[config.mk]
export PLATFORM = sky130hd
export DESIGN_NAME = nco_pwm_ctrl
export DESIGN_NICKNAME = d
export VERILOG_FILES = /design/src/rtl/pwm2s_pkg.sv /design/src/rtl/pwm2s_regs.sv /design/src/rtl/pwm2s_nco.sv /design/src/rtl/pwm2s_cfgen.sv /design/src/rtl/pwm2s_pin.sv /design/src/rtl/nco_pwm_ctrl.sv
export SDC_FILE = /design/constraint.sdc
export NUM_CORES = 1
export LEC_CHECK = 0
export BUFFER_PORTS_ARGS = -buffer_cell sky130_fd_sc_hd__buf_2
export CAP_MARGIN = 15
export CORE_UTILIZATION = 50
export DETAILED_ROUTE_END_ITERATION = 12
export PLACE_DENSITY = 0.68
export SYNTH_ARGS = -nofsm -noshare
export SYNTH_HDL_FRONTEND = slang
export SYNTH_HIERARCHICAL = 1
export SYNTH_SLANG_ARGS = --single-unit
export TNS_END_PERCENT = 1
[constraint.sdc]
create_clock -name clk -period 6.4 [get_ports clk]
set_input_delay 1.28 -clock clk [delete_from_list [all_inputs] [get_ports clk]]
set_output_delay 1.28 -clock clk [all_outputs]
set_load 0.005 [all_outputs]
[src/rtl/pwm2s_pkg.sv]
package pwm2s_pkg;
  localparam int FLD_W = 4;
  localparam int CW_W  = 16;
  localparam int BUS_W = 32;
  localparam int ADR_W = 8;

  typedef struct packed {
    logic odrain;
    logic force_hi;
    logic oe_n;
    logic run;
  } chan_ctl_t;

  localparam chan_ctl_t CTL_RST = '{odrain: 1'b0, force_hi: 1'b0, oe_n: 1'b1, run: 1'b0};
endpackage

[src/rtl/pwm2s_regs.sv]
module pwm2s_regs
  import pwm2s_pkg::*;
#(
  parameter int NCH   = 2,
  parameter int CNT_W = 8
) (
  input  logic             clk,
  input  logic             rst_n,
  input  logic             wr,
  input  logic [ADR_W-1:0] addr,
  input  logic [BUS_W-1:0] wdata,
  output logic [BUS_W-1:0] rdata,
  output chan_ctl_t        ctl   [NCH],
  output logic             sel   [NCH],
  output logic [CW_W-1:0]  cw    [NCH],
  output logic [CNT_W-1:0] on_v  [NCH],
  output logic [CNT_W-1:0] per_v [NCH]
);
  localparam int CF_W    = FLD_W * NCH;
  localparam int ON_BASE = 8 + 8 * NCH;
  localparam logic [ADR_W-1:0] A_CTRL  = ADR_W'(0);
  localparam logic [ADR_W-1:0] A_CTRL2 = ADR_W'(4);

  function automatic logic [ADR_W-1:0] a_cwh(int c); return ADR_W'(8 + 8 * c); endfunction
  function automatic logic [ADR_W-1:0] a_cwl(int c); return ADR_W'(12 + 8 * c); endfunction
  function automatic logic [ADR_W-1:0] a_on(int c);  return ADR_W'(ON_BASE + 8 * c); endfunction
  function automatic logic [ADR_W-1:0] a_per(int c); return ADR_W'(ON_BASE + 4 + 8 * c); endfunction

  logic [CF_W-1:0]  ctrl_q, ctrl_d, ctrl2_q, ctrl2_d;
  logic [CW_W-1:0]  cw_q  [NCH];
  logic [CW_W-1:0]  cw_d  [NCH];
  logic [CNT_W-1:0] on_q  [NCH];
  logic [CNT_W-1:0] on_d  [NCH];
  logic [CNT_W-1:0] per_q [NCH];
  logic [CNT_W-1:0] per_d [NCH];
  logic             unused_wdata;

  assign unused_wdata = ^wdata[BUS_W-1:CF_W];

  always_comb begin
    ctrl_d  = ctrl_q;
    ctrl2_d = ctrl2_q;
    for (int c = 0; c < NCH; c++) begin
      cw_d[c]  = cw_q[c];
      on_d[c]  = on_q[c];
      per_d[c] = per_q[c];
    end
    if (wr) begin
      if (addr == A_CTRL)  ctrl_d  = wdata[CF_W-1:0];
      if (addr == A_CTRL2) ctrl2_d = wdata[CF_W-1:0];
      for (int c = 0; c < NCH; c++) begin
        if (addr == a_cwh(c)) cw_d[c][CW_W-1 -: 8] = wdata[7:0];
        if (addr == a_cwl(c)) cw_d[c][7:0]         = wdata[7:0];
        if (addr == a_on(c))  on_d[c]              = wdata[CNT_W-1:0];
        if (addr == a_per(c)) per_d[c]             = wdata[CNT_W-1:0];
      end
    end
  end

  always_ff @(posedge clk or negedge rst_n) begin
    if (!rst_n) begin
      ctrl_q  <= {NCH{CTL_RST}};
      ctrl2_q <= '0;
      for (int c = 0; c < NCH; c++) begin
        cw_q[c]  <= '0;
        on_q[c]  <= '0;
        per_q[c] <= '0;
      end
    end else begin
      ctrl_q  <= ctrl_d;
      ctrl2_q <= ctrl2_d;
      for (int c = 0; c < NCH; c++) begin
        cw_q[c]  <= cw_d[c];
        on_q[c]  <= on_d[c];
        per_q[c] <= per_d[c];
      end
    end
  end

  always_comb begin
    rdata = '0;
    if (addr == A_CTRL)  rdata[CF_W-1:0] = ctrl_q;
    if (addr == A_CTRL2) rdata[CF_W-1:0] = ctrl2_q;
    for (int c = 0; c < NCH; c++) begin
      if (addr == a_cwh(c)) rdata[7:0]       = cw_q[c][CW_W-1 -: 8];
      if (addr == a_cwl(c)) rdata[7:0]       = cw_q[c][7:0];
      if (addr == a_on(c))  rdata[CNT_W-1:0] = on_q[c];
      if (addr == a_per(c)) rdata[CNT_W-1:0] = per_q[c];
    end
  end

  always_comb begin
    for (int c = 0; c < NCH; c++) begin
      ctl[c]   = chan_ctl_t'(ctrl_q[FLD_W*c +: FLD_W]);
      sel[c]   = ctrl2_q[FLD_W*c];
      cw[c]    = cw_q[c];
      on_v[c]  = on_q[c];
      per_v[c] = per_q[c];
    end
  end
endmodule

[src/rtl/pwm2s_nco.sv]
module pwm2s_nco #(
  parameter int ACC_W = 16
) (
  input  logic             clk,
  input  logic             rst_n,
  input  logic             run,
  input  logic [ACC_W-1:0] cw,
  output logic             tick,
  output logic             msb
);
  logic [ACC_W-1:0] acc_q, acc_d, step;
  logic [ACC_W:0]   sum;

  always_comb begin
    step  = cw[ACC_W-1] ? (~cw + ACC_W'(1)) : cw;
    sum   = {1'b0, acc_q} + {1'b0, step};
    acc_d = run ? sum[ACC_W-1:0] : '0;
    tick  = run & sum[ACC_W];
  end

  assign msb = acc_q[ACC_W-1];

  always_ff @(posedge clk or negedge rst_n) begin
    if (!rst_n) acc_q <= '0;
    else        acc_q <= acc_d;
  end

  // the step never exceeds half the range, so wraps are never back to back
  p_tick_gap_r3: assert property (@(posedge clk) disable iff (!rst_n) tick |=> !tick);
endmodule

[src/rtl/pwm2s_cfgen.sv]
module pwm2s_cfgen #(
  parameter int CNT_W = 8
) (
  input  logic             clk,
  input  logic             rst_n,
  input  logic             run,
  input  logic             tick,
  input  logic [CNT_W-1:0] on_in,
  input  logic [CNT_W-1:0] per_in,
  output logic             wave_hi
);
  logic [CNT_W-1:0] cnt_q, cnt_d, on_q, on_d, per_q, per_d;
  logic             wrap;

  assign wrap = tick & (cnt_q == per_q);

  always_comb begin
    cnt_d = cnt_q;
    on_d  = on_q;
    per_d = per_q;
    if (!run) begin
      cnt_d = '0;
      on_d  = on_in;
      per_d = per_in;
    end else if (wrap) begin
      cnt_d = '0;
      on_d  = on_in;
      per_d = per_in;
    end else if (tick) begin
      cnt_d = cnt_q + CNT_W'(1);
    end
  end

  always_ff @(posedge clk or negedge rst_n) begin
    if (!rst_n) begin
      cnt_q <= '0;
      on_q  <= '0;
      per_q <= '0;
    end else begin
      cnt_q <= cnt_d;
      on_q  <= on_d;
      per_q <= per_d;
    end
  end

  assign wave_hi = cnt_q < on_q;

  // the count stays within the active period
  p_cnt_bound_r5: assert property (@(posedge clk) disable iff (!rst_n) run |-> (cnt_q <= per_q));
  // active on/period change only at a wrap or while stopped
  p_shadow_hold_r6: assert property (@(posedge clk) disable iff (!rst_n)
    (run && !wrap) |=> ($stable(on_q) && $stable(per_q)));
endmodule

[src/rtl/pwm2s_pin.sv]
module pwm2s_pin
  import pwm2s_pkg::*;
(
  input  chan_ctl_t ctl,
  input  logic      sel,
  input  logic      nco_msb,
  input  logic      wave_hi,
  output logic      out,
  output logic      oe
);
  logic level;

  always_comb begin
    level = ctl.force_hi | (ctl.run & (sel ? wave_hi : nco_msb));
    oe    = ~ctl.oe_n & (~ctl.odrain | ~level);
    out   = ~ctl.odrain & level;
  end
endmodule

[src/rtl/nco_pwm_ctrl.sv]
module nco_pwm_ctrl
  import pwm2s_pkg::*;
#(
  parameter int NCH   = 2,
  parameter int CNT_W = 8
) (
  input  logic             clk,
  input  logic             rst_n,
  input  logic             reg_wr,
  input  logic [ADR_W-1:0] reg_addr,
  input  logic [BUS_W-1:0] reg_wdata,
  output logic [BUS_W-1:0] reg_rdata,
  output logic [NCH-1:0]   pwm_out,
  output logic [NCH-1:0]   pwm_oe
);
  logic [1:0]       rst_sync;
  logic             rst_s;
  chan_ctl_t        ctl   [NCH];
  logic             sel   [NCH];
  logic [CW_W-1:0]  cw    [NCH];
  logic [CNT_W-1:0] on_v  [NCH];
  logic [CNT_W-1:0] per_v [NCH];

  always_ff @(posedge clk or negedge rst_n) begin
    if (!rst_n) rst_sync <= 2'b00;
    else        rst_sync <= {rst_sync[0], 1'b1};
  end
  assign rst_s = rst_sync[1];

  pwm2s_regs #(.NCH(NCH), .CNT_W(CNT_W)) u_regs (
    .clk(clk), .rst_n(rst_s), .wr(reg_wr), .addr(reg_addr), .wdata(reg_wdata),
    .rdata(reg_rdata), .ctl(ctl), .sel(sel), .cw(cw), .on_v(on_v), .per_v(per_v)
  );

  for (genvar g = 0; g < NCH; g++) begin : g_ch
    logic tick, msb, wave_hi;

    pwm2s_nco #(.ACC_W(CW_W)) u_nco (
      .clk(clk), .rst_n(rst_s), .run(ctl[g].run), .cw(cw[g]), .tick(tick), .msb(msb)
    );

    pwm2s_cfgen #(.CNT_W(CNT_W)) u_cfgen (
      .clk(clk), .rst_n(rst_s), .run(ctl[g].run), .tick(tick),
      .on_in(on_v[g]), .per_in(per_v[g]), .wave_hi(wave_hi)
    );

    pwm2s_pin u_pin (
      .ctl(ctl[g]), .sel(sel[g]), .nco_msb(msb), .wave_hi(wave_hi),
      .out(pwm_out[g]), .oe(pwm_oe[g])
    );

    // a released channel never enables its pin
    p_release_r9: assert property (@(posedge clk) disable iff (!rst_s)
      ctl[g].oe_n |-> !pwm_oe[g]);
    // open-drain never presents a high level
    p_od_low_r10: assert property (@(posedge clk) disable iff (!rst_s)
      ctl[g].odrain |-> !pwm_out[g]);
  end
endmodule

Yosys cells after proc, flatten, opt, wreduce, memory -nomap -nowiden
Cells that the tools add are included.

storage, ports and cells
  register bits = 162
  latch bits = 0
  bits in writable memories = 0
  memory bits (read-only) = 0
  input bits = 43
  output and inout port bits = 36
  word-level logic and storage cells = 105
  memories = 0

cells by class
  add/subtract/negate cells = 6
  multipliers = 0
  div/mod/pow operators = 0
  order comparisons = 2
  eq/ne operators = 15
  shift operators = 0
  mux-type cells = 30
  bitwise operators = 22
  reductions and logical operators = 11

operators by type and width
  operator                                                               count
  8-bit 2-to-1 mux                                                       24
  16-bit 2-to-1 mux                                                      4
  16-bit by 16-bit adder with 17-bit output                              2
  16-bit by 1-bit adder with 16-bit output, second input constant        2
  8-bit by 5-bit equality test with 1-bit output, second input constant  4
  16-bit inverter                                                        2
  2-bit AND reduction                                                    10
  8-bit by 1-bit adder with 8-bit output, second input constant          2
  8-bit by 4-bit equality test with 1-bit output, second input constant  2
  8-bit by 6-bit equality test with 1-bit output, second input constant  2
  8-bit equality test                                                    2
  8-bit less-than comparator                                             2
  1-bit AND                                                              10
  8-bit by 3-bit equality test with 1-bit output, second input constant  1
  8-bit zero test                                                        1
  3-bit by 1-bit != test with 1-bit output, second input constant        2
  1-bit inverter                                                         6
  2-bit by 1-bit != test with 1-bit output, second input constant        2
  1-bit bitwise OR                                                       4
  1-bit 2-to-1 mux                                                       2

Longest topological paths before layout
Gate-level depths: netlist of run 1.

  depth in word-level cells = 11
  gate-level depth with buffers = 17

Hierarchy
Netlist of run 1, hierarchy kept.

by module, submodules not included
  module                     instances  cells each  area an instance (um2)  sequential area each (um2)
  pwm2s_regs                 1          341         4180.3                  2004.4
  pwm2s_cfgen                2          105         1258.7                  600.6
  pwm2s_nco (g_ch[1].u_nco)  1          186         1646.6                  400.4
  pwm2s_nco (g_ch[0].u_nco)  1          194         1629.1                  400.4
  pwm2s_pin                  2          7           42.5                    0.0
  nco_pwm_ctrl               1          3           53.8                    50.0

Worst setup path before layout of run 1
No wires, ideal clock.

  kind = reg2reg
  start point = reg u_regs.cw_q (netlist bit u_regs/cw[0])
  end point = reg g_ch[1].u_cfgen.on_q[0]
  library setup time = 0.128 ns
  data arrival time = 4.168 ns
  slack = 2.105 ns
  cell stages (with the launch flop) = 18
  path buffers = 1
  path through = dfrtp_1 -> inv_1 -> ha_1 -> or4b_1 -> or3_4 -> o41ai_1 -> xnor2_1 -> ha_1 -> and2_1 -> and3_1 -> o211a_1 -> nor2_1 -> o32ai_1 -> nand2_1 -> nor3_2 -> nand2b_4 -> buf_4 -> mux2_1

on the way
  word-level cells in the longest chain between the ends = 7

RTL lines
  item                                                    RTL line            RTL
  start, declared                                         pwm2s_regs.sv:30    logic [CW_W-1:0] cw_q [NCH];
  start signal, assigned by index                         pwm2s_regs.sv:73    cw_q[c] <= cw_d[c];
  16-bit inverter                                         pwm2s_nco.sv:15     step = cw[ACC_W-1] ? (~cw + ACC_W'(1)) : cw;
  16-bit by 1-bit adder with 16-bit output                pwm2s_nco.sv:15
  16-bit 2-to-1 mux (*)                                   pwm2s_nco.sv:15
  16-bit by 16-bit adder with 17-bit output (*)           pwm2s_nco.sv:16     sum = {1'b0, acc_q} + {1'b0, step};
  1-bit AND (*)                                           pwm2s_nco.sv:18     tick = run & sum[ACC_W];
  named net g_ch[1].tick                                  nco_pwm_ctrl.sv:36  logic tick, msb, wave_hi;
  1-bit AND (*)                                           pwm2s_cfgen.sv:15   assign wrap = tick & (cnt_q == per_q);
  2-bit by 1-bit != test with 1-bit output (no line) (*)  n/a
  end signal, assigned                                    pwm2s_cfgen.sv:41   on_q <= on_d;
  end, declared                                           pwm2s_cfgen.sv:12   logic [CNT_W-1:0] cnt_q, cnt_d, on_q, on_d, per_q, per_d;

The timed path passes the listed nets; every way through them passes the cells marked *.
A chain may end at the register's enable or synchronous reset.

Final worst setup path of run 1
  start point = reg u_regs.cw_q (netlist bit u_regs/cw[0])
  end point = reg g_ch[1].u_cfgen.per_q[1]

on the way
  word-level cells in the longest chain between the ends = 7

RTL lines
  item                                                    RTL line            RTL
  16-bit inverter                                         pwm2s_nco.sv:15
  16-bit by 1-bit adder with 16-bit output                pwm2s_nco.sv:15
  16-bit 2-to-1 mux (*)                                   pwm2s_nco.sv:15
  16-bit by 16-bit adder with 17-bit output (*)           pwm2s_nco.sv:16
  1-bit AND (*)                                           pwm2s_nco.sv:18
  named net g_ch[1].tick                                  nco_pwm_ctrl.sv:36
  1-bit AND (*)                                           pwm2s_cfgen.sv:15
  2-bit by 1-bit != test with 1-bit output (no line) (*)  n/a
  end signal, assigned                                    pwm2s_cfgen.sv:42   per_q <= per_d;
  end, declared                                           pwm2s_cfgen.sv:12

Marks and branches as above.

==> impl_metrics.json, run 1 <==
{
  "path_max_fanout": 22,
  "core_region_area_um2": 19650,
  "combPwrFrac": 0.102,
  "p_int_w": 0.001763,
  "synth_area_um2": 10110,
  "synthCells": 948,
  "cts_buffers": 17,
  "worst_hold_path.endpoint": "rst_sync[1]",
  "layout_min_cycle_time_ns": 5.026,
  "status": "complete, no violations",
  "cts_buffer_depth": 2,
  "hp-start": "rst_sync[0]",
  "fmax_ghz": 0.1990,
  "post_cts_buffers": 0,
  "num_rows": 51,
  "setup_viol": 0,
  "ys.flop_type": "dfrtp_1",
  "wl_per_cell_um": 18.17,
  "nets": 1069,
  "synth_edf_count": 0,
  "synth_warnings": 6,
  "synth-seq-cells": 162,
  "hold_depth": 0,
  "die_y_um": 144.2,
  "drv_slew": 0,
  "sw_frac_of_total": 0.2753,
  "port_buffers": 30,
  "vdd_drop_max_uv": 193.1,
  "powerDensity_nw_per_um2": 221.8,
  "start_util": 0.5145,
  "setup_tns_ns": 0,
  "clk-insertion-delay-late_ns": 0.43,
  "worstPathArrival_ns": 5.34,
  "clock-sinks": 162,
  "tightest_slew_ns": 0.9866,
  "slew_headroom": 0.3423,
  "p_sw_w": 0.0006698,
  "drv_cap": 0,
  "hold_buffers": 0,
  "grt_pass1_wl_um": 37360,
  "grt_pass1_vias": 7014,
  "period_share": 0.7853,
  "dieArea_um2": 20800,
  "grt_usage": 0.2368,
  "clk_transition_reported_paths_ns": 0.07,
  "wirelength_um": 22560,
  "gp_congestion": 0.9008,
  "worstReg2RegStart": "u_regs/cw[0]",
  "antenna_found_initial": 0,
  "rrSetupSlack_ns": 1.37,
  "rsz0062_at_grt": "no",
  "critPathKind": "reg2reg",
  "design_area_um2": 10970,
  "final_antenna_net_count": 0,
  "vias": 7226,
  "synthToLayoutAreaGrowth_pct": 8.451,
  "hold_viol_final": 0,
  "drive_gt1_frac": 0.1791,
  "htreeDepth": 4,
  "cts_resized": 0,
  "vias_per_cell": 5.818,
  "critPathLaunchType": "register",
  "cp-end-kind": "register",
  "grt_max_degree": 66,
  "overflow": 0,
  "syn_area_per_cell_um2": 10.67,
  "cp_data_required_time_ns": 6.72,
  "p_total_w": 0.002433,
  "reg2reg_to": "g_ch[1].u_cfgen/per_q[1]",
  "cts_tree": "done",
  "yosysSeqAreaShare": 0.4011,
  "place_inst": 1210,
  "synth_cell_type_count": 79,
  "dpl_cell_area_um2": 10350,
  "clock_power_share": 0.440,
  "firstDrtPassIters": 5,
  "reg2reg_depth": 16,
  "insertedDiodeCount": 0,
  "drcViolationCount": 0,
  "ys_async_sr_fraction": 1.000,
  "place_hpwl_um": 16250,
  "fin_util": 0.5580,
  "clock-root-buffer": "clkbuf_16",
  "fp.dieW_um": 144.2,
  "leakage_nw": 5.204,
  "final.fill_count": 1745,
  "hold_path_class": "reg2reg",
  "first_iter_violations": 522,
  "skew_ns": 0.01284,
  "seq_power_share": 0.457,
  "ios": 79,
  "finalNonFillerCells": 1242
}
[routing by layer]
layer  GRT usage  up-vias  routed length (um)
li1            -     3435                   -
met1      0.3328     3594               10700
met2      0.3758      174               10590
met3     0.04735       23                 966
met5           0        -                   0
met4     0.05540        0                 307
[synth_stat cells, types with 5 or more instances]
cell / n / area share
nor2_1: 42 / 0.016
buf_1: 10 / 0.0037
nor3_1: 14 / 0.0069
o21a_1: 5 / 0.0037
mux2i_1: 22 / 0.022
a22oi_1: 8 / 0.0059
buf_4: 31 / 0.023
nor3b_1: 10 / 0.0074
o211ai_1: 5 / 0.0037
nand3b_1: 6 / 0.0045
and3_1: 5 / 0.0031
a211oi_1: 6 / 0.0045
a22o_1: 5 / 0.0043
nand4_1: 16 / 0.0099
nor2b_1: 8 / 0.0049
xor2_1: 19 / 0.016
nand2_1: 64 / 0.024
clkbuf_1: 12 / 0.0045
nand3_1: 11 / 0.0054
o22ai_1: 9 / 0.0056
o31ai_1: 6 / 0.0045
a21o_1: 20 / 0.015
ha_1: 60 / 0.074
dfrtp_1: 160 / 0.40
mux2_1: 36 / 0.040
xnor2_1: 45 / 0.039
inv_1: 35 / 0.013
a31oi_1: 8 / 0.0049
o21ai_0: 32 / 0.016
nand2b_1: 19 / 0.012
and2_1: 8 / 0.0049
a21oi_1: 37 / 0.018
mux2_2: 77 / 0.086
[worst max-delay path: stages, from the launching register on]
cell and delay [ns]:
dfrtp_1 0.46, inv_1 0.09, ha_1 0.17, or4b_1 0.46, or3_4 0.36, o41ai_1 0.32, xnor2_1 0.12, ha_1 0.38
and2_1 0.17, and3_1 0.19, o211a_1 0.24, nor2_1 0.07, o32ai_1 0.73, nand2_1 0.14, nor3_2 0.27, nand2b_4 0.35
mux2_2 0.38
[kinds of logic after synthesis]
family | synth area share
muxes | 0.1565
AOI/OAI and AO/OA | 0.1266
DFF | 0.4011
adders and majority gates | 0.07820
and+or+nand+nor | 0.1341
buffers and inverters | 0.04727
xor gates and xnor gates | 0.05543
other | 0.0007427
[metrics by stage]
| step | worst slack, ns | hold slack, ns |
|---|---|---|
| floorplan | 1.555 | 0.3312 |
| global placement | 1.455 | 0.3416 |
| detailed placement | 1.418 | 0.3426 |
| CTS | 1.392 | 0.3604 |
| global route | 0.9837 | 0.3803 |
| finish | 1.374 | 0.3556 |
[layout make-up]
type	count	area [um^2]	share of cell area
repair buffers	32	165.2	0.01506
clock buffers	17	425.4	0.03879
clock inverters	15	188.9	0.01723
flip-flops and latches	162	4060	0.3702
inverters	35	131.4	0.01198
well taps	265	331.6	0.03023
multi-input cells	716	5664	0.5165
[state kept, by name (all words and copies together), names as in the netlist]
signal,count
g_ch.u_cfgen/cnt_q,16
g_ch.u_cfgen/on_q,16
g_ch.u_cfgen/per_q,16
g_ch.u_nco/acc_q,32
rst_sync,2
u_regs/ctrl2_q,8
u_regs/ctrl_q,8
u_regs/cw,32
u_regs/on_v,16
u_regs/per_v,16
[how the worst max path moves through the flow]
stage / start / end / slack (ns) / depth (start not counted)
finish: u_regs/cw[0] / g_ch[1].u_cfgen/per_q[1] / 1.37 / 16
floorplan: rst_sync[1] / g_ch[0].u_cfgen/cnt_q[0] / 1.56 / 0
CTS: u_regs/cw[0] / g_ch[1].u_cfgen/per_q[1] / 1.39 / 16
global placement: u_regs/cw[0] / g_ch[1].u_cfgen/per_q[0] / 1.46 / 16
global route: u_regs/cw[0] / g_ch[1].u_cfgen/per_q[1] / 0.98 / 16
detailed placement: u_regs/cw[0] / g_ch[1].u_cfgen/per_q[0] / 1.42 / 16
[power groups by stage]
stage	Sequential, W	Combinational (W)	Clock [W]
finish	0.00111	0.000249	0.00107
global route	0.00112	0.000278	0.00114
CTS	0.00111	0.000249	0.00110
detailed placement	0.00113	0.000247	0
global placement	0.00113	0.000244	0
floorplan	0.00112	0.000200	0
[placed cells by master, fill, tap and decap left out, types with 5 or more instances in the layout]
cell and instances:
o22ai_1 9, a22oi_1 8, nor2_1 42, inv_1 35
nand4_1 16, o21a_1 5, nand2_1 64, a21oi_1 37
nand3_1 11, mux2_1 36, xor2_1 19, and2_1 8
ha_1 60, mux2_2 77, xnor2_1 45, a21o_1 20
clkbuf_16 17, nand3b_1 6, inv_6 5, nor3_1 14
buf_2 30, nand2b_1 19, a31oi_1 8, conb_1 25
a22o_1 5, dfrtp_1 159, nor3b_1 10, and3_1 5
mux2i_1 22, o31ai_1 6, nor2b_1 8, o211ai_1 5
o21ai_0 32, a211oi_1 6
(Power assumes the default switching activity.)
==> run 2: changes to the inputs <==
- clock period: 6.4 -> 4.75 ns (I/O delays scaled with it)
==> impl_metrics.json, run 2 (synthesis gave the netlist of run 1 again) <==
{
  "vdd_drop_max_uv": 261.7,
  "tightest_slew_ns": 0.9369,
  "drv_cap": 0,
  "cts_buffers": 17,
  "holdWs_ns": 0.2861,
  "clk-insertion-delay-late_ns": 0.43,
  "layout_commonest_cell": "dfrtp_1",
  "dpl_worst_slack_ns": 0.1908,
  "vias_per_cell": 5.845,
  "crit_chain": "inv_1 -> ha_1 -> or4b_1 -> or3_4 -> o41ai_2 -> xnor2_1 -> ha_1 -> and2_1 -> and3_1 -> o211a_1 -> nor2_1 -> o32ai_2 -> buf_4 -> nand2_1 -> nor3_2 -> nand2b_2 -> mux2_1",
  "clock-root-buffer": "clkbuf_16",
  "reg2reg_to": "g_ch[1].u_cfgen/per_q[5]",
  "drcViolationCount": 0,
  "setup_viol": 0,
  "start_util": 0.5145,
  "ios": 79,
  "hold_path_class": "in2async",
  "clock-sinks": 162,
  "firstDrtPassIters": 5,
  "cp-end-kind": "register",
  "leakage_nw": 5.259,
  "wirelength_um": 23080,
  "period_share": 0.9482,
  "place_hpwl_um": 16240,
  "finalNonFillerCells": 1249,
  "fmax_ghz": 0.2220,
  "place_inst": 1216,
  "vias": 7301,
  "nets": 1076,
  "antenna_found_initial": 0,
  "slew_headroom": 0.3754,
  "wl_per_cell_um": 18.48,
  "die_y_um": 144.2,
  "skew_ns": 0.01113,
  "path_common_cell": "ha_1",
  "grt_max_degree": 94,
  "reg2reg_depth": 17,
  "overflow": 0,
  "num_rows": 51,
  "fin_ws_ns": 0.2461,
  "cts_tree": "done",
  "path_max_fanout": 8,
  "worstPathArrival_ns": 4.82,
  "hold_viol_final": 0,
  "drv_slew": 0,
  "final_cell_mix": "dfrtp_1, mux2_2, nand2_1, ha_1, xnor2_1",
  "core_region_area_um2": 19650,
  "final_antenna_net_count": 0,
  "status": "complete, no violations",
  "drive_gt1_frac": 0.1870,
  "dieArea_um2": 20800,
  "critPathLaunchType": "register",
  "grt_pass1_wl_um": 37130,
  "setup_tns_ns": 0,
  "worstReg2RegStart": "u_regs/cw[1]",
  "cpMaxStageDelayCell": "or4b_1",
  "cts_buffer_depth": 2,
  "powerDensity_nw_per_um2": 299.2,
  "htreeDepth": 4,
  "first_iter_violations": 483,
  "max_stage_delay_ns": 0.45,
  "grt_usage": 0.2361,
  "grt_pass1_vias": 6896,
  "post_cts_buffers": 0,
  "synthToLayoutAreaGrowth_pct": 9.367,
  "clk_transition_reported_paths_ns": 0.07,
  "port_buffers": 30,
  "cp_data_required_time_ns": 5.06,
  "gp_congestion": 0.9336,
  "layout_min_cycle_time_ns": 4.504,
  "critPathKind": "reg2reg",
  "fp.dieW_um": 144.2,
  "rrSetupSlack_ns": 0.25,
  "insertedDiodeCount": 0
}
[run 2: worst max-delay path by stage]
stage	from	end	slack, ns	cells past startpoint
floorplan	u_regs/cw[0]	g_ch[1].u_cfgen/on_q[0]	0.45	17
global placement	u_regs/cw[1]	g_ch[1].u_cfgen/per_q[0]	0.26	17
detailed placement	u_regs/cw[1]	g_ch[1].u_cfgen/per_q[0]	0.19	17
CTS	u_regs/cw[1]	g_ch[1].u_cfgen/per_q[0]	0.14	17
global route	u_regs/cw[1]	g_ch[1].u_cfgen/per_q[5]	-0.008	17
finish	u_regs/cw[1]	g_ch[1].u_cfgen/per_q[5]	0.25	17
[run 2: final cells by class]
| cell class | count | area (um^2) |
|---|---|---|
| fill | 1767 | 8594 |
| multi-input combinational | 717 | 5694 |
| sequential | 162 | 4060 |
| clock buffer | 18 | 429.2 |
| tap | 265 | 331.6 |
| timing repair buffer | 38 | 222.7 |
| clock inverter | 14 | 190.2 |
| inverter | 35 | 131.4 |
[run 2: critical path, delay by kind of cell (launching register included)]
family / cells / cell delay, ns
AOI/OAI and AO/OA: 3 / 0.74
xor gates and xnor gates: 1 / 0.12
adders and majority gates: 2 / 0.55
buffers and inverters: 2 / 0.29
DFF: 1 / 0.44
muxes: 1 / 0.35
and+or+nand+nor: 8 / 1.89
[run 2: routing by layer]
layer,GRT usage,part of all wire
met5,0,0
met4,0.06371,0.012
met3,0.04272,0.038
met2,0.3758,0.47
met1,0.3307,0.48
[run 2: where the power goes]
group          total [W]  switching (W)  leakage (nW)  internal [W]
combinational   0.000344       0.000196          2.72      0.000148
sequential       0.00150      0.0000694          2.23       0.00143
clock            0.00147       0.000619         0.306      0.000848
total            0.00331       0.000885          5.26       0.00242
[run 2: timing repair]
item / 4_1_cts / 5_1_grt
setup endpoints to repair: 0 / 39
resized for setup: 0 / 3
hold buffers: 0 / 0
[run 2: stage by stage]
stage	util	instance area, um^2	power (W)
final	0.5627	11060	0.003309
after floorplan	-	10200	0.001777
after global routing	0.5627	11060	0.003440
after global placement	0.5297	10410	0.001856
after detailed placement	0.5297	10410	0.001863
after CTS	0.5612	11030	0.003334
==> run 3: changes to the inputs <==
--- a/config.mk
+++ b/config.mk
@@ -6,4 +6,5 @@
 export NUM_CORES = 1
 export LEC_CHECK = 0
+export ABC_AREA = 1
 export BUFFER_PORTS_ARGS = -buffer_cell sky130_fd_sc_hd__buf_2
 export CAP_MARGIN = 15
==> constraint.sdc (replaced) <==
create_clock -name clk -period 4.75 [get_ports clk]
set_input_delay 0.7125 -clock clk [delete_from_list [all_inputs] [get_ports clk]]
set_output_delay 0.7125 -clock clk [all_outputs]
set_load 0.005 [all_outputs]
==> impl_metrics.json, run 3 <==
{
  "overflow": 0,
  "vias": 8863,
  "grt_usage": 0.2422,
  "start_util": 0.5151,
  "drcViolationCount": 0,
  "reg2reg_to": "g_ch[0].u_cfgen/on_q[5]",
  "port_buffers": 30,
  "critPathKind": "reg2reg",
  "cts_buffers": 17,
  "syn_area_per_cell_um2": 7.225,
  "grt_max_degree": 88,
  "gp_congestion": 0.8604,
  "synth_warnings": 6,
  "htreeDepth": 4,
  "synth_top_area_share": 0.3793,
  "critPathLaunchType": "register",
  "firstDrtPassIters": 5,
  "synth_area_um2": 10560,
  "holdWs_ns": 0.04735,
  "clock-root-buffer": "clkbuf_16",
  "cts_buffer_depth": 2,
  "startpoint": "u_regs/cw[17]",
  "synth-xor-area-share": 0.02323,
  "powerDensity_nw_per_um2": 270.8,
  "fp.dieW_um": 147.3,
  "clock-sinks": 162,
  "worstReg2RegStart": "u_regs/cw[17]",
  "die_y_um": 147.3,
  "cts_tree": "done",
  "first_iter_violations": 685,
  "reg2reg_depth": 22,
  "layout_min_cycle_time_ns": 3.907,
  "leakage_nw": 5.938,
  "core_region_area_um2": 20490,
  "insertedDiodeCount": 0,
  "skew_ns": 0.01460,
  "clk-insertion-delay-late_ns": 0.44,
  "synth_fa_ha_area_frac": 0.07491,
  "period_share": 0.8226,
  "synthToLayoutAreaGrowth_pct": 7.419,
  "drv_cap": 0,
  "synth_cell_type_count": 46,
  "cp_data_required_time_ns": 5.12,
  "synth-seq-cells": 162,
  "synth-simple-area-share": 0.3222,
  "wirelength_um": 24630,
  "layout_commonest_cell": "nand2_1",
  "post_cts_buffers": 0,
  "cp-end-kind": "register",
  "netlist.top_cell.by_area": "dfrtp_1",
  "drive_gt1_frac": 0.09565,
  "synth_edf_count": 0,
  "final_antenna_net_count": 0,
  "rrSetupSlack_ns": 0.84,
  "clk_transition_reported_paths_ns": 0.06,
  "synth_common_cells": "nand2_1, inv_1, dfrtp_1, nor2_1, nand3_1",
  "tightest_slew_ns": 1.022,
  "place_hpwl_um": 17740,
  "slew_headroom": 0.3186,
  "p_total_w": 0.003071,
  "yosysMostFrequentCell": "nand2_1",
  "grt_pass1_wl_um": 41270,
  "synth_compound_area_frac": 0.08439,
  "vdd_drop_max_uv": 264.2,
  "crit_end": "g_ch[0].u_cfgen/on_q[5]",
  "netlist_top_cells_area": "dfrtp_1, nand2_1, ha_1",
  "hold_viol_final": 0,
  "drv_slew": 0,
  "nets": 1588,
  "rsz0062_at_grt": "no",
  "cts_resized": 0,
  "synthCells": 1461,
  "ys.flop_type": "dfrtp_1",
  "hold_path_class": "in2async",
  "fmax_ghz": 0.2559,
  "final_cell_mix": "nand2_1, inv_1, dfrtp_1, nor2_1, nand3_1",
  "path_max_fanout": 22,
  "ys_async_sr_fraction": 1.000,
  "status": "complete, no violations",
  "yosys-mux-area-fraction": 0,
  "num_rows": 52,
  "yosysSeqAreaShare": 0.3843,
  "dieArea_um2": 21700,
  "wl_per_cell_um": 13.95,
  "grt_pass1_vias": 8156,
  "vias_per_cell": 5.022,
  "ios": 79,
  "setup_tns_ns": 0,
  "hold_buffers": 0,
  "setup_viol": 0,
  "synth_top_family_by_area": "simple AND/OR/NAND/NOR gates",
  "antenna_found_initial": 0,
  "worstPathArrival_ns": 4.27
}
==> run 3: final cells by class <==
type                            count  area (um^2)
Timing Repair Buffer               33        185.2
Sequential cell                   162         4060
Tap cell                          270        337.8
Multi-Input combinational cell   1058         5421
Clock inverter                     10        80.08
Fill cell                        1995         9155
Inverter                          211        794.5
Clock buffer                       21        460.4
==> run 3: power by group <==
group	switching (W)	total (W)	internal, W
registers	0.0000629	0.00149	0.00143
clock network	0.000575	0.00127	0.000697
logic	0.000208	0.000307	0.0000994
total	0.000846	0.00307	0.00223
==> run 3: cells by family after synthesis <==
family          Yosys count
simple gates            779
buf+inv                 264
compound gates          164
flops                   162
fa+ha+maj                62
xor+xnor                 28
other cells               2
==> run 3: layer usage <==
metal	vias to the layer above	routed length (um)	track usage
li1	4565	-	-
met1	4054	12360	0.3702
met2	218	10290	0.3453
met3	26	1557	0.04503
met4	0	421	0.07062
met5	-	0	0
==> run 3: metrics by stage <==
stage	cell area [um^2]	instances	worst slack, ns	utilization
2_1_floorplan	10640	1484	1.710	-
3_3_place_gp	10800	1734	0.9777	0.5269
3_5_place_dp	10800	1734	0.8831	0.5269
4_1_cts	11340	1765	0.8490	0.5533
5_1_grt	11340	1765	0.3886	0.5533
6_report	11340	1765	0.8429	0.5533
==> run 3: worst min-delay path by stage <==
stage                            from           to  cells past startpoint
after floorplan           rst_sync[0]  rst_sync[1]                      0
after global placement    rst_sync[0]  rst_sync[1]                      0
after detailed placement  rst_sync[0]  rst_sync[1]                      0
after CTS                       rst_n  rst_sync[1]                      1
after global routing            rst_n  rst_sync[1]                      1
final                           rst_n  rst_sync[1]                      1
==> run 3: critical path, cell delays in order, from the launching register on <==
cell and delay, ns:
dfrtp_1 0.39, inv_1 0.10, ha_1 0.20, nand4_1 0.16, nor2_1 0.16, nand2_1 0.06
nand2_1 0.14, xor2_1 0.11, ha_1 0.40, nand2_1 0.12, nor2_1 0.17, nand3_1 0.11
nand3_2 0.10, nand2_1 0.07, a21oi_1 0.42, inv_2 0.11, a21oi_1 0.13, nand2_1 0.07
nor2_2 0.13, nand3_4 0.23, nand2_4 0.29, nand2_1 0.10, nand2_1 0.07
